--- src/rtl/psb_pkg.sv ---
package psb_pkg;
    localparam int DATA_W   = 8;
    localparam int POLL_BIT = DATA_W - 1;
    localparam int TOG_BIT  = DATA_W - 2;
    localparam int ERR_BIT  = DATA_W - 3;
    localparam int TMO_BIT  = DATA_W - 5;

    typedef struct packed {
        logic [DATA_W-1:0] word;
    } stat_st_t;

    typedef struct packed {
        logic poll;
    } latch_st_t;

    typedef struct packed {
        logic tog;
    } tog_st_t;
endpackage

--- src/rtl/psb_wr_latch.sv ---
module psb_wr_latch
    import psb_pkg::*;
(
    input  logic              clk,
    input  logic              rst_n,
    input  logic              wr_stb,
    input  logic [DATA_W-1:0] wr_data,
    output logic              poll_q
);
    latch_st_t st_d, st_q;

    logic [DATA_W-2:0] unused_low;
    assign unused_low = wr_data[DATA_W-2:0];

    always_comb begin
        st_d = st_q;
        if (wr_stb) begin
            st_d.poll = wr_data[POLL_BIT];
        end
    end

    always_ff @(posedge clk or negedge rst_n) begin
        if (!rst_n) st_q <= '0;
        else        st_q <= st_d;
    end

    assign poll_q = st_q.poll;

    assert_capture_R9: assert property (@(posedge clk) disable iff (!rst_n)
        wr_stb |=> poll_q == $past(wr_data[POLL_BIT]));
endmodule

--- src/rtl/psb_toggle.sv ---
module psb_toggle
    import psb_pkg::*;
(
    input  logic clk,
    input  logic rst_n,
    input  logic rd_ok,
    input  logic busy,
    output logic tog_q
);
    tog_st_t st_d, st_q;

    always_comb begin
        st_d = st_q;
        if (rd_ok && busy) begin
            st_d.tog = ~st_q.tog;
        end
    end

    always_ff @(posedge clk or negedge rst_n) begin
        if (!rst_n) st_q <= '0;
        else        st_q <= st_d;
    end

    assign tog_q = st_q.tog;

    assert_tog_flip_R4: assert property (@(posedge clk) disable iff (!rst_n)
        (rd_ok && busy) |=> tog_q != $past(tog_q));
    assert_tog_hold_R5: assert property (@(posedge clk) disable iff (!rst_n)
        !(rd_ok && busy) |=> $stable(tog_q));
endmodule

--- src/rtl/psb_compose.sv ---
module psb_compose
    import psb_pkg::*;
(
    input  logic              poll,
    input  logic              tog,
    input  logic              busy,
    input  logic              flash_act,
    input  logic              err,
    input  logic              erase_tmo,
    output logic [DATA_W-1:0] word
);
    always_comb begin
        word           = '0;
        word[POLL_BIT] = busy ? ~poll : poll;
        word[TOG_BIT]  = tog;
        if (flash_act) begin
            word[ERR_BIT] = err;
            word[TMO_BIT] = erase_tmo;
        end
    end
endmodule

--- src/rtl/psb_status_gen.sv ---
module psb_status_gen
    import psb_pkg::*;
(
    input  logic              clk,
    input  logic              rst_n,
    input  logic              flash_sel,
    input  logic              eep_sel,
    input  logic              rd_stb,
    input  logic              wr_stb,
    input  logic [DATA_W-1:0] wr_data,
    input  logic              busy,
    input  logic              err,
    input  logic              erase_tmo,
    output logic [DATA_W-1:0] status
);
    logic              rd_ok;
    logic              poll_q;
    logic              tog_q;
    logic [DATA_W-1:0] word;
    stat_st_t          st_d, st_q;

    assign rd_ok = rd_stb && (flash_sel || eep_sel);

    psb_wr_latch u_latch (
        .clk     (clk),
        .rst_n   (rst_n),
        .wr_stb  (wr_stb),
        .wr_data (wr_data),
        .poll_q  (poll_q)
    );

    psb_toggle u_tog (
        .clk   (clk),
        .rst_n (rst_n),
        .rd_ok (rd_ok),
        .busy  (busy),
        .tog_q (tog_q)
    );

    psb_compose u_comp (
        .poll      (poll_q),
        .tog       (tog_q),
        .busy      (busy),
        .flash_act (flash_sel),
        .err       (err),
        .erase_tmo (erase_tmo),
        .word      (word)
    );

    always_comb begin
        st_d = st_q;
        if (rd_ok) begin
            st_d.word = word;
        end
    end

    always_ff @(posedge clk or negedge rst_n) begin
        if (!rst_n) st_q <= '0;
        else        st_q <= st_d;
    end

    assign status = st_q.word;

    assert_poll_busy_R2: assert property (@(posedge clk) disable iff (!rst_n)
        (rd_ok && busy) |=> status[POLL_BIT] != $past(poll_q));
    assert_poll_idle_R3: assert property (@(posedge clk) disable iff (!rst_n)
        (rd_ok && !busy) |=> status[POLL_BIT] == $past(poll_q));
    assert_flash_bits_R6: assert property (@(posedge clk) disable iff (!rst_n)
        (rd_stb && flash_sel) |=> (status[ERR_BIT] == $past(err)) &&
            (status[TMO_BIT] == $past(erase_tmo)) && !status[4] &&
            (status[TMO_BIT-1:0] == '0));
    assert_eep_low_R7: assert property (@(posedge clk) disable iff (!rst_n)
        (rd_stb && eep_sel && !flash_sel) |=> status[ERR_BIT:0] == '0);
    assert_hold_R10: assert property (@(posedge clk) disable iff (!rst_n)
        !rd_ok |=> $stable(status));
endmodule

--- config.mk ---
export PLATFORM = sky130hd
export DESIGN_NAME = psb_status_gen
export DESIGN_NICKNAME = d
export VERILOG_FILES = /design/src/rtl/psb_pkg.sv /design/src/rtl/psb_wr_latch.sv /design/src/rtl/psb_toggle.sv /design/src/rtl/psb_compose.sv /design/src/rtl/psb_status_gen.sv
export SDC_FILE = /design/constraint.sdc
export NUM_CORES = 1
export LEC_CHECK = 0
export CORE_AREA = 2 2 39 41
export CTS_CLUSTER_DIAMETER = 120
export CTS_CLUSTER_SIZE = 25
export DETAILED_ROUTE_END_ITERATION = 6
export DIE_AREA = 0 0 41 43
export PLACE_DENSITY = 0.59
export SKIP_CTS_REPAIR_TIMING = 1
export SYNTH_ARGS = -nofsm -noshare
export SYNTH_HDL_FRONTEND = slang
export SYNTH_SLANG_ARGS = --single-unit
--- constraint.sdc ---
create_clock -name clk -period 2.4 [get_ports clk]
set_clock_uncertainty 0.2 [all_clocks]
set_input_delay 0.48 -clock clk [delete_from_list [all_inputs] [get_ports clk]]
set_output_delay 0.48 -clock clk [all_outputs]
set_load 0.05 [all_outputs]
==> metrics.yaml <==
route:
  wl_per_cell_um: 10.5
  ant_nets: 0
  drt_iter0_drc: 0
  drc_errors: 0
  finalWirelength_um: 534
  vias_per_cell: 4.02
  vias: 205
  first_pass_iters: 1
cells_and_area:
  drive_gt1_share_pct: 17.1
  finalNonFillerCells: 51
  layout_common_cells: "clkdlybuf4s50_1 (13), dfrtp_1 (6), conb_1 (4), clkbuf_4 (3), mux2_1 (2)"
  nets: 54
  layout_commonest_cell: "clkdlybuf4s50_1"
  synthToLayoutAreaGrowth_pct: 56.4
  diodes: 0
timing:
  drv_slew: 0
  fmax_ghz: 0.483
  hold_viol_final: 0
  fin_crit_sh_pct: 86.2
  setup_viol: 0
  worst_slew_pin_slew_ns: 0.503
  finalCriticalPeriod_ns: 2.07
  setup-tns-final_ns: 0
  slew_headroom_pct: 66.4
  rsz0062_at_grt: "false"
logic_synthesis:
  synth_xor_xnor_area_share_pct: 6.42
  ys_seq_elements: 6
  syn_area_um2: 273
  yosys.area.top_type: "dfrtp_1"
  synth-seq-area-share_pct: 55.0
  syn_area_per_cell_um2: 13.6
  synth_top_family_by_area: "compound AO/OA/AOI/OAI gates"
  synth_area_leaders: "dfrtp_1 (55%), buf_4 (11%), mux2_1 (8.3%)"
  synth_cell_types: 11
  synth_mux_area_share_pct: 12.4
  synth_compound_area_share_pct: 13.8
  ys_warn_count: 0
  synth-simple-area-share_pct: 0
  synth_cells: 20
  synthAdderAreaFrac_pct: 0
  synth_top_area_share_pct: 55.0
critical_path:
  start_kind: "flip-flop"
  startpoint: "status[7]"
  crit_arrival_ns: 1.39
  crit_path_end_kind: "primary output"
  crit_required_ns: 1.72
  crit_type: "flip-flop to primary output"
  reg2regPathDepth: 2
  cpPeakStageDelay_ns: 0.81
  cp_slowest_cell: "clkdlybuf4s50_1"
  crit_family: "buffers and inverters"
  r2r_start: "u_latch.poll_q"
  path_cells: "clkdlybuf4s50_1"
  crit_fanout: 2
  rrSetupSlack_ns: 1.29
  cp.depth: 1
  crit_end: "status[7]"
  regToRegEndpoint: "status[7]"
  critical_path_buf_inv_count: 1
global_routing:
  gr-usage-met1_pct: 5.92
  grt_use_met2_pct: 8.75
  grt.busiest_layer: "met2"
  grt_usage_pct: 6.67
  antenna_found_initial: 0
  grt_pass1_vias: 182
  grt_pass1_wl_um: 690
  grt.overflow.total: 0
  use_met3_pct: 7.33
  grt_max_degree: 7
place:
  numPortBuffers: 13
  dpl.cell_count: 48
  gp_congestion: 0.584
clocking:
  clock-sinks: 6
  clock-root-buffer: "clkbuf_4"
  cts_tree: "built"
  htree_levels: 1
  cts-buffers-inserted: 3
  clk_pin_slew_ns: 0.04
  insertion_delay_ns: 0.24
  cts_buffer_depth: 2
floorplan:
  rows: 14
  die_h_um: 43
  die_area_mm2: 0.00176
  die_w_um: 41
  start_util_pct: 19.7
  core_area_mm2: 0.00138
  io-pin-count: 25
pwr:
  power_mw: 0.385
  p_leak_nw: 0.180
  p_per_area_mw_per_mm2: 903
  peakVddDrop_mv: 0.546
min_path:
  hold_class: "primary input to async pin"
job:
  maxCapViolCount: 0
outcome:
  outcome: "completed"
sequential cells by signal (all words and copies together), names as in the netlist:
register        count
status              4
u_tog.tog_q         1
u_latch.poll_q      1
where the power goes:
group | leakage [nW] | total, mW | internal (mW) | switching, mW
Sequential | 0.0723 | 0.142 | 0.128 | 0.0136
Combinational | 0.0944 | 0.152 | 0.0581 | 0.0937
Clock | 0.0138 | 0.0919 | 0.0565 | 0.0355
per-stage QoR:
step                      util, %  cell area, um2  hold slack (ns)  setup WS (ns)
after global placement       29.2             404            0.257          0.504
after floorplan                 -             284          -0.0156           1.09
final                        30.8             427            0.270          0.331
after CTS                    30.8             427            0.270          0.309
after global routing         30.8             427            0.283          0.281
after detailed placement     29.2             404            0.267          0.497
cells by family after synthesis:
logic type,after synthesis
AOI/OAI and AO/OA,4
other,1
muxes,3
buffers and inverters,4
xor gates and xnor gates,2
DFF,6
cell usage after synthesis (all sizes together):
cell type / number
o21ai: 1
xnor2: 1
a32o: 2
mux2: 3
buf: 4
dfrtp: 6
conb: 1
o211ai: 1
xor2: 1
layout make-up:
class	instances	area, um2
tap	16	20.0
sequential	6	150
fill	159	957
multi-input combinational	13	104
timing repair buffer	13	130
clock buffer	3	22.5
worst min path at each step:
| stage | endpoint | slack [ns] | cells after the start |
|---|---|---|---|
| global placement | u_tog.tog_q | 0.26 | 1 |
| finish | status[3] | 0.27 | 1 |
| CTS | status[3] | 0.27 | 1 |
| detailed placement | u_tog.tog_q | 0.27 | 1 |
| global route | u_tog.tog_q | 0.28 | 1 |
| floorplan | status[3] | -0.02 | 0 |
metal layers:
metal,vias up,part of all wire (%),wire length (um)
li1,94,-,-
met1,95,40,212
met2,16,37,200
met3,0,23,121
met4,0,0,0
met5,-,0,0
Power figures use the tool's default switching activity.
